### src/rtl/serial_cmd_rx.sv
module serial_cmd_rx #(
  parameter int W = 8
) (
  input  logic         clk,
  input  logic         rst_n,
  input  logic         three_wire,
  input  logic         sclk,
  input  logic         sdi,
  input  logic         csn,
  input  logic         dc,
  input  logic         cmd_is_read,
  input  logic [W-1:0] rd_data,
  output logic         sdo,
  output logic         sdo_oe,
  output logic         rx_valid,
  output logic [W-1:0] rx_byte,
  output logic         rx_is_data,
  output logic         rd_req
);
  localparam int CW = $clog2(W + 2);
  localparam int BW = $clog2(W);

  logic [2:0] scl_q;
  logic [1:0] sda_q, cs_q, dc_q;

  always_ff @(posedge clk or negedge rst_n)
    if (!rst_n) begin
      scl_q <= '0;
      sda_q <= '0;
      cs_q  <= 2'b11;
      dc_q  <= '0;
    end else begin
      scl_q <= {scl_q[1:0], sclk};
      sda_q <= {sda_q[0], sdi};
      cs_q  <= {cs_q[0], csn};
      dc_q  <= {dc_q[0], dc};
    end

  wire rise = scl_q[1] & ~scl_q[2];
  wire fall = ~scl_q[1] & scl_q[2];
  wire sel  = ~cs_q[1];
  wire sd   = sda_q[1];
  wire dcs  = dc_q[1];

  logic [CW-1:0] cnt;
  logic [BW-1:0] rd_cnt;
  logic [W-1:0]  shreg, tx;
  logic          flag, armed, rd_phase, skip;

  wire last = three_wire ? (cnt == CW'(W)) : (cnt == CW'(W - 1));
  wire [W-1:0] next_sh = {shreg[W-2:0], sd};

  assign sdo    = tx[W-1];
  assign sdo_oe = rd_phase & sel;

  always_ff @(posedge clk or negedge rst_n)
    if (!rst_n) begin
      cnt <= '0; rd_cnt <= '0; shreg <= '0; tx <= '0;
      flag <= 1'b0; armed <= 1'b0; rd_phase <= 1'b0; skip <= 1'b0;
      rx_valid <= 1'b0; rx_byte <= '0; rx_is_data <= 1'b0; rd_req <= 1'b0;
    end else begin
      rx_valid <= 1'b0;
      rd_req   <= 1'b0;
      if (rx_valid) armed <= ~rx_is_data & cmd_is_read;
      if (!sel) begin
        cnt <= '0; rd_phase <= 1'b0; armed <= 1'b0; skip <= 1'b0; rd_cnt <= '0;
      end else if (rd_phase) begin
        if (fall) begin
          if (skip) skip <= 1'b0;
          else if (rd_cnt == BW'(W - 1)) begin
            tx <= rd_data; rd_req <= 1'b1; rd_cnt <= '0;
          end else begin
            tx <= {tx[W-2:0], 1'b0}; rd_cnt <= rd_cnt + BW'(1);
          end
        end
      end else if (!three_wire && armed && dcs && cnt == '0) begin
        rd_phase <= 1'b1; tx <= rd_data; rd_req <= 1'b1;
        rd_cnt <= '0; armed <= 1'b0; skip <= 1'b0;
      end else if (rise) begin
        if (three_wire && cnt == '0) begin
          if (armed && sd) begin
            rd_phase <= 1'b1; tx <= rd_data; rd_req <= 1'b1;
            rd_cnt <= '0; armed <= 1'b0; skip <= 1'b1;
          end else begin
            flag <= sd; cnt <= CW'(1); armed <= 1'b0;
          end
        end else begin
          shreg <= next_sh;
          if (last) begin
            rx_valid   <= 1'b1;
            rx_byte    <= next_sh;
            rx_is_data <= three_wire ? flag : dcs;
            cnt        <= '0;
          end else cnt <= cnt + CW'(1);
        end
      end
    end

  p_strobe_pulse_r4: assert property (@(posedge clk) disable iff (!rst_n)
    rx_valid |=> !rx_valid);

  p_quiet_deselected_r5: assert property (@(posedge clk) disable iff (!rst_n)
    cs_q[1] |=> (!rx_valid && !rd_req));

  p_entry_loads_r6: assert property (@(posedge clk) disable iff (!rst_n)
    $rose(sdo_oe) |-> rd_req);

  p_read_silent_r9: assert property (@(posedge clk) disable iff (!rst_n)
    rd_phase |-> !rx_valid);

  p_req_in_read_r8: assert property (@(posedge clk) disable iff (!rst_n)
    rd_req |-> rd_phase);
endmodule

### config.mk
export PLATFORM = sky130hd
export DESIGN_NAME = serial_cmd_rx
export DESIGN_NICKNAME = d
export VERILOG_FILES = /design/src/rtl/serial_cmd_rx.sv
export SDC_FILE = /design/constraint.sdc
export NUM_CORES = 1
export LEC_CHECK = 0
export BUFFER_PORTS_ARGS = -buffer_cell sky130_fd_sc_hd__buf_2
export CAP_MARGIN = 20
export CORE_AREA = 2 2 71 73
export DETAILED_ROUTE_END_ITERATION = 7
export DIE_AREA = 0 0 73 75
export RECOVER_POWER = 100
export SETUP_SLACK_MARGIN = 0.5
export SLEW_MARGIN = 10
export SYNTH_ARGS = -nofsm -noshare
export SYNTH_HDL_FRONTEND = slang
export SYNTH_SLANG_ARGS = --single-unit
### constraint.sdc
create_clock -name clk -period 2.45 [get_ports clk]
set_clock_uncertainty 0.2 [all_clocks]
set_input_delay 0.1225 -clock clk [delete_from_list [all_inputs] [get_ports clk]]
set_output_delay 0.1225 -clock clk [all_outputs]
set_load 0.02 [all_outputs]
==> metrics, run 1 <==
largest fanout on the critical path=8; r2r endpoint=tx[6]; CTS Buf Count=5; Top delay family on crit path=compound AO/OA/AOI/OAI gates; clock sinks=46; Max clock buf depth=2; Cell Rows=25; total track usage=17.8%; fin. max-slew vios=0; drt total wl=4490 µm; Syn-to-layout area delta=33.9%; mean post-synth cell area=12.7 µm²; vias in the first global route=1538; FF-to-FF Start=cnt[1]; power density cells=632 mW/mm²; fin nets=248; initial antenna violation count=0; dpl cells=248; I/O Pins=29; cells after synthesis=165; relative slew slack=24.6%; Initial Util=44.9%; Die Ht=75 µm; pin count of the biggest net entering global routing=47; Tcrit/Tclk final=90.5%; final hold vios=0; Worst path max stage delay=400 ps; CTS Root Cell=clkbuf_8; die area=0.00548 mm²; Placer Congestion=0.825; placed wire-length estimate=2850 µm; placed cell areas=0.00233 mm²; clock-pin transition on the worst setup and hold timing paths=90 ps; CP Launch Point=cnt[1]; worst-path cell chain=inv_1 -> ha_1 -> and4bb_1 -> o211ai_1 -> a21oi_2 -> buf_6 -> mux2_4; sequential share of the synthesized area=55.2%; unrepaired setup endpoints after global routing=true; worst vdd ir=497 µV; maximum clock frequency=0.451 GHz; fin area=0.00280 mm²; worst reg2reg path depth=7; 1st-pass router iterations=4; Post-route DRC=0; minimum clock period after layout=2220 ps; Critical Path Sink=tx[6]; Crit path depth=7; critical path class=reg -> reg; Worst setup EP type=flop; crit start category=flop; Max Cap Violations=0; Critical Path Slowest Stage Cell=dfrtp_1; Slew @ Worst Pin=1130 ps; clk_lat worst skew=300 ps; critical path data arrival time=2190 ps; Place WS=270 ps; Ys Warns=0; Hold WC Path Type=in -> reg; Netlist Area Pre-Place=0.00209 mm²; Bufs and invs on worst path=2; grt ovf=0; Ant. Diodes=0; Core ar.=0.00466 mm²; DR WL/cell=15.9 µm; non-filler cells, final=283; vias per cell=5.33; leakage power=1.28 nW; first-pass GRT wire length=7420 µm; fraction of layout cells with a size suffix above 1=37.6%; final core occ=60.1%; CTS tree=done; Synth Net Count=185; post-route setup TNS=0 ps; Port Buffers=28; status=completed; post-synthesis register bit count=46; most common cell after layout, fill and taps aside=dfrtp_1; most frequent cells in the layout=dfrtp_1 (43), mux2_2 (18), clkbuf_1 (15); Crit path required time=2430 ps; post-route ant nets=0; Horiz. Die Dim=73 µm; via count=1509; final setup violation count=0; Final WS setup=233 ps; initial DRC count=142; post-synthesis cell type count=40; FF-to-FF setup slack=230 ps; H-tree lvl count=2
worst min-delay path, stage by stage:
cell and delay (ps):
buf_2 70, mux2_2 140, mux2_4 130
kinds of logic after synthesis:
logic type,share of synthesized area (%)
and+or+nand+nor,12.0
adders and majority gates,2.39
buffers and inverters,2.87
muxes,18.7
AOI/OAI and AO/OA,8.92
DFF,55.2
Yosys cell counts:
cell	number	share of area [%]
dfrtp_1	44	53
mux2_2	32	17
nand2_1	10	1.8
inv_1	9	1.6
a21oi_1	8	1.9
nor2_1	7	1.3
nand3_1	6	1.4
ha_1	4	2.4
a31oi_1	3	0.90
clkbuf_1	3	0.54
mux2i_1	3	1.4
o21ai_0	3	0.72
and4bb_2	2	1.2
dfstp_2	2	2.5
nand2b_1	2	0.60
nand3b_1	2	0.72
nor4b_1	2	0.84
a2111oi_0	1	0.42
a2111oi_4	1	1.3
a211oi_4	1	0.96
a21oi_2	1	0.42
a22oi_1	1	0.36
and4b_1	1	0.48
buf_1	1	0.18
buf_6	1	0.54
nand2_4	1	0.54
nand4_1	1	0.30
nor2b_1	1	0.30
nor3_1	1	0.24
nor3b_1	1	0.36
nor4_1	1	0.30
o211a_1	1	0.48
o211ai_1	1	0.36
o22ai_1	1	0.30
o311ai_0	1	0.42
o31ai_1	1	0.36
or2_2	1	0.30
or3_1	1	0.30
or4_1	1	0.36
or4b_4	1	0.66
report_power, final:
part           switching (W)  internal, W
registers          0.0000488     0.000827
logic              0.0000894     0.000120
clock network       0.000249     0.000435
total               0.000387      0.00138
layout make-up:
type,instances,area [µm²]
Multi-Input combinational cell,105,960
Inverter,9,33.8
Clock inverter,2,60.1
Sequential cell,46,1150
Tap cell,54,67.6
Clock buffer,6,82.6
Timing Repair Buffer,61,440
Fill cell,389,1860
timing repair:
| action | in CTS | in global routing |
|---|---|---|
| gates cloned | 1 | 0 |
| buffers inserted | 5 | 8 |
| setup endpoints to repair | 27 | 28 |
| endpoints found under the hold margin | 55 | 0 |
| resized for setup | 17 | 10 |
| hold buffers | 12 | 0 |
| pin swaps | 3 | 4 |
metrics by stage:
stage	total power [W]	hold WS (ps)
floorplan	0.000981	-373
global placement	0.00104	27.8
detailed placement	0.00105	29.6
CTS	0.00178	3.45
global route	0.00184	13.5
finish	0.00177	9.04
how the worst min path moves through the flow:
stage / start / to / slack [ps] / cells after the start
floorplan: rst_n / armed / -370 / 0
global placement: csn / cs_q[0] / 30 / 1
detailed placement: csn / cs_q[0] / 30 / 1
CTS: rd_data[4] / tx[4] / 3 / 3
global route: rd_data[4] / tx[4] / 10 / 3
finish: rd_data[4] / tx[4] / 9 / 3
flip-flops by register name, summed over array words and instances (netlist names):
| register | count |
|---|---|
| skip | 1 |
| flag | 1 |
| rd_cnt | 3 |
| dc_q | 2 |
| shreg | 7 |
| cnt | 4 |
| rd_phase | 1 |
| rx_valid | 1 |
| sda_q | 2 |
| rx_is_data | 1 |
| tx | 8 |
| cs_q | 2 |
| rd_req | 1 |
| scl_q | 3 |
| rx_byte | 8 |
| armed | 1 |
per-layer routing:
metal | wire (µm) | track usage, %
met4 | 29 | 4.94
met2 | 2300 | 29.9
met1 | 2010 | 23.3
met5 | 0 | 0
met3 | 157 | 3.88
Note: power is estimated with default switching activity, not from simulation.
==> run 2, diff against run 1 <==
- BUFFER_PORTS_ARGS: -buffer_cell sky130_fd_sc_hd__buf_2 -> -buffer_cell sky130_fd_sc_hd__buf_4
- PLACE_DENSITY: default -> 0.67
- clock period: 2.45 -> 2 ns (I/O delays scaled with it)
==> metrics, run 2 (synthesis results as in run 1) <==
status=complete, but fails checks; violated checks=negative setup slack; Die Ht=75 µm (unchanged); via count=1579 (+4.6%); CTS Buf Count=5 (unchanged); clock sinks=46 (unchanged); first-pass GRT wire length=7330 µm (-1.2%); fraction of layout cells with a size suffix above 1=47.9% (+10 points); area of the multi-input gates=0.00103 mm² (+7.4%); 1st-pass router iterations=4 (unchanged); Syn-to-layout area delta=42.3%; grt ovf=0 (unchanged); Pint=0.00141 W (+2.3%); Tot Pwr=0.00189 W (+6.6%); initial antenna violation count=0 (unchanged); Max clock buf depth=2 (unchanged); Horiz. Die Dim=73 µm (unchanged); CTS Root Cell=clkbuf_8; Sw Ratio=25.0% (+3.2 points); post-route ant nets=0 (unchanged); Core ar.=0.00466 mm² (unchanged); relative slew slack=26.2% (+1.6 points); Post-route DRC=0 (unchanged); Logic pwr share=14.3% (+2.5 points); critical path data arrival time=2010 ps (-180 ps); largest fanout on the critical path=9 (+1); placed wire-length estimate=3000 µm (+5.4%); Final WS setup=-24.4 ps (-257 ps); drt total wl=4500 µm (about the same); final hold vios=0 (unchanged); minimum clock period after layout=2020 ps (-193 ps); total track usage=17.4% (-0.32 points); DR WL/cell=15.3 µm (-3.7%); power density cells=634 mW/mm² (+0.34%); vias per cell=5.37 (+0.72%); vias in the first global route=1571 (+2.1%); Cell Rows=25 (unchanged); unrepaired setup endpoints after global routing=true; I/O Pins=29 (unchanged); Crit path required time=1980 ps (-450 ps); Slew @ Worst Pin=1110 ps (-24.1 ps); Worst setup EP type=flop; initial DRC count=56 (-61%); fin nets=259 (+4.4%); top flop regs=rx_byte x8, tx x8, shreg x7; Seq pwr share=56.6% (+7.1 points); H-tree lvl count=2 (unchanged); Port Buffers=28 (unchanged); critical path class=reg -> reg; most frequent cells in the layout=dfrtp_1 (44), buf_4 (26), mux2_2 (22); FILL cells=349 (-10%); NetSw=0.000472 W (+22%); leakage power=1.34 nW (+4.6%); clk_lat worst skew=300 ps (about the same); fin. max-slew vios=0 (unchanged); pin count of the biggest net entering global routing=47 (unchanged); Final Hold Slack=12.4 ps (+3.37 ps); Initial Util=44.9% (unchanged); worst vdd ir=570 µV (+15%); final setup violation count=16 (+16); Placer Congestion=0.776 (-6.0%); Ant. Diodes=0 (unchanged); clock-pin transition on the worst setup and hold timing paths=90 ps (about the same); Max Cap Violations=0 (unchanged); CTS tree=done; Hold WC Path Type=in -> reg; Tcrit/Tclk final=101% (+11 points); die area=0.00548 mm² (unchanged); FF/Latch Area=0.00115 mm² (-0.11%); clock power share=29.1% (-9.6 points); most common cell after layout, fill and taps aside=dfrtp_1; maximum clock frequency=0.494 GHz (+9.5%); crit start category=flop
==> run 2: cell count changes in the layout (fill, tap and decap cells not counted), moves of 4 or more <==
cell,previous run,this run
buf_2,14,0
buf_4,11,26
buf_6,5,13
mux2_2,18,22
==> run 2: layout make-up <==
class	count	share of cell area, %
flip-flops and latches	46	38.8
well taps	54	2.27
repair buffers	72	20.2
inverters	9	1.14
clock buffers	6	2.44
clock inverters	2	0.463
multi-input cells	105	34.7
==> run 2: metrics by stage <==
| stage | TNS (ps) | util, % | setup WS [ps] | std cells | instance area (µm²) |
|---|---|---|---|---|---|
| 6_report | -281 | 63.8 | -24.4 | 294 | 2970 |
| 5_1_grt | -1420 | 63.8 | -93.8 | 294 | 2970 |
| 4_1_cts | -428 | 61.5 | -48.7 | 285 | 2870 |
| 3_5_place_dp | -434 | 54.3 | -62.7 | 262 | 2530 |
| 3_3_place_gp | -131 | 54.3 | -17.0 | 262 | 2530 |
| 2_1_floorplan | -2950 | - | -160 | 165 | 2120 |
==> run 2: what timing repair did <==
action,4_1_cts,5_1_grt
pin swaps,10,10
buffers inserted,1,9
endpoints found under the hold margin,59,0
resized for setup,27,22
endpoints found under the setup margin,38,38
hold buffers,14,0
==> run 2: final timing paths <==
| path | slack (ps) | cells past startpoint | to | startpoint |
|---|---|---|---|---|
| hold reg to reg | 150 | 0 | sda_q[1] | sda_q[0] |
| min in group asynchronous | 350 | 2 | rd_req | rst_n |
| setup / recovery | -20 | 5 | rx_byte[3] | rd_phase |
| hold / removal | 10 | 3 | rx_is_data | three_wire |
| setup reg to reg | -20 | 5 | rx_byte[3] | rd_phase |
| max in group asynchronous | 570 | 2 | tx[7] | rst_n |
==> run 2: per-layer routing <==
layer | wire length [µm] | part of all wire [%] | up-vias | global-route usage, %
met1 | 1980 | 44 | 796 | 23.0
met2 | 2310 | 51 | 30 | 29.3
met4 | 57 | 1.3 | 0 | 4.32
li1 | - | - | 745 | -
met5 | 0 | 0 | - | 0
met3 | 150 | 3.3 | 8 | 4.02
==> run 2: worst max-delay path: stages, from the launching register on <==
cell and delay, ps:
dfrtp_1 410, or4b_4 530, a211oi_4 220, buf_12 170, nand2_8 80, mux2_2 280
==> run 2: power groups by stage <==
stage	clock [W]	sequential [W]	combinational, W
after CTS	0.000575	0.00107	0.000265
after floorplan	0	0.00108	0.000125
after global placement	0	0.00108	0.000220
after detailed placement	0	0.00109	0.000229
after global routing	0.000618	0.00108	0.000294
final	0.000548	0.00107	0.000270
==> run 3, diff against run 2 <==
- HOLD_SLACK_MARGIN: default -> 0.12
==> metrics, run 3 (synthesis results as in run 1) <==
minimum clock period after layout=2030 ps (+0.911 ps); clk_lat worst skew=300 ps (about the same); non-filler cells, final=295 (+0.34%); CTS Root Cell=clkbuf_8; Tcrit/Tclk final=101% (about the same); Worst path max stage delay=400 ps (-130 ps); CTS tree=done; NetSw=0.000474 W (+0.40%); unrepaired setup endpoints after global routing=true; 1st-pass router iterations=4 (unchanged); worst reg2reg path depth=7 (+2); clock power share=29.1% (about the same); worst vdd ir=569 µV (about the same); first-pass GRT wire length=7370 µm (+0.57%); largest fanout on the critical path=5 (-4); clock-pin transition on the worst setup and hold timing paths=80 ps (about the same); clock sinks=46 (unchanged); Worst setup EP type=flop; r2r endpoint=tx[7]; fin. max-slew vios=0 (unchanged); Core ar.=0.00466 mm² (unchanged); Syn-to-layout area delta=42.7%; CTS Buf Count=5 (unchanged); maximum clock frequency=0.494 GHz (about the same); fin area=0.00298 mm² (+0.34%); Final WS setup=-25.3 ps (-0.911 ps); Hold WC Path Type=in -> reg; Bufs and invs on worst path=2 (+1); worst-path cell chain=inv_2 -> ha_4 -> and4bb_4 -> o211ai_1 -> a21oi_2 -> buf_6 -> mux2_4; I/O Pins=29 (unchanged); grt ovf=0 (unchanged); Cell Rows=25 (unchanged); via count=1571 (-0.51%); top flop regs=rx_byte x8, tx x8, shreg x7; Max clock buf depth=2 (unchanged); placed wire-length estimate=3000 µm (unchanged); most frequent cells in the layout=dfrtp_1 (44), buf_4 (26), mux2_2 (22); Crit path depth=7 (+2); critical path class=reg -> reg; Crit path required time=1980 ps (about the same); Ant. Diodes=0 (unchanged); Post-route DRC=0 (unchanged); Worst Hold Depth=5 (+2); placed cell areas=0.00253 mm² (unchanged); Initial Util=44.9% (unchanged); hold bufs inserted after CTS=15 (+1); power density cells=633 mW/mm² (-0.16%); FF-to-FF Start=cnt[1]; leakage power=1.34 nW (+0.31%); Seq pwr share=56.5% (about the same); Logic pwr share=14.4% (about the same); dpl cells=262 (unchanged); Top delay family on crit path=flip-flops; Critical Path Slowest Stage Cell=dfrtp_1; crit start category=flop; fraction of layout cells with a size suffix above 1=47.7% (-0.20 points); Pint=0.00142 W (+0.10%); Horiz. Die Dim=73 µm (unchanged); initial antenna violation count=0 (unchanged); final setup violation count=16 (unchanged); vias in the first global route=1591 (+1.3%); FF-to-FF setup slack=-30 ps (about the same); most common cell after layout, fill and taps aside=dfrtp_1; DR WL/cell=15.2 µm (-0.74%); violated checks=negative setup slack; critical path data arrival time=2010 ps (about the same); total track usage=17.6% (+0.11 points); Sw Ratio=25.1% (+0.055 points); initial DRC count=78 (+39%); fin nets=260 (+0.39%); post-route ant nets=0 (unchanged); Hold Startpoint=three_wire; drt total wl=4480 µm (-0.40%); relative slew slack=27.0% (+0.77 points); die area=0.00548 mm² (unchanged); Tot Pwr=0.00189 W (+0.18%); final hold vios=0 (unchanged); Placer Congestion=0.776 (unchanged); pin count of the biggest net entering global routing=47 (unchanged); vias per cell=5.33 (-0.84%); Slew @ Worst Pin=1090 ps (-11.5 ps); Hold Crit Endpoint=rx_valid; Die Ht=75 µm (unchanged); status=complete, but fails checks; Port Buffers=28 (unchanged); Max Cap Violations=0 (unchanged); H-tree lvl count=2 (unchanged)
-- run 3: changes by cell type in the layout (fill, tap and decap cells not counted), sizes merged --
cell | before | now
dlygate4sd3 | 14 | 15
-- run 3: final cells by class --
| class | count | area [µm²] |
|---|---|---|
| clock buffer | 6 | 72.6 |
| clock inverter | 2 | 13.8 |
| fill | 351 | 1680 |
| inverter | 9 | 33.8 |
| multi-input combinational | 105 | 1030 |
| sequential | 46 | 1150 |
| tap | 54 | 67.6 |
| timing repair buffer | 73 | 612 |
-- run 3: worst max path at each step --
| stage | startpoint | end | slack (ps) |
|---|---|---|---|
| final | cnt[1] | tx[7] | -30 |
| after floorplan | cs_q[1] | rx_byte[0] | -160 |
| after detailed placement | cnt[1] | tx[6] | -60 |
| after CTS | cnt[0] | tx[4] | -50 |
| after global placement | cs_q[1] | rx_byte[0] | -20 |
| after global routing | cnt[1] | tx[4] | -90 |
-- run 3: power by group through the flow --
stage               Sequential, W  Combinational, W  Clock [W]
CTS                       0.00107          0.000267   0.000575
global placement          0.00108          0.000220          0
finish                    0.00107          0.000272   0.000549
floorplan                 0.00108          0.000125          0
detailed placement        0.00109          0.000229          0
global route              0.00108          0.000296   0.000618
-- run 3: layer usage --
layer | vias up | GRT usage, % | routed length (µm)
met2 | 35 | 29.2 | 2300
met4 | 0 | 4.94 | 44
met1 | 786 | 23.1 | 1980
met5 | - | 0 | 0
li1 | 744 | - | -
met3 | 6 | 4.15 | 153
-- run 3: repair_timing --
action,4_1_cts,5_1_grt
setup buffers,1,9
pin swaps,10,10
resized for setup,27,22
gates cloned,0,0
endpoints found under the hold margin,63,1
endpoints found under the setup margin,38,38
-- run 3: metrics by stage --
| stage | TNS, ps | hold slack (ps) | worst slack, ps | util, % |
|---|---|---|---|---|
| finish | -269 | 123 | -25.3 | 64.0 |
| global route | -1430 | 113 | -94.4 | 64.0 |
| CTS | -428 | 106 | -48.7 | 61.7 |
| detailed placement | -434 | -59.2 | -62.7 | 54.3 |
| global placement | -131 | -69.1 | -17.0 | 54.3 |
| floorplan | -2950 | -396 | -160 | - |
-- run 3: worst register-to-register path, stage by stage (launching register included) --
cell and delay [ps]:
dfrtp_1 400, inv_2 80, ha_4 140, and4bb_4 300
o211ai_1 140, a21oi_2 220, buf_6 150, mux2_4 290
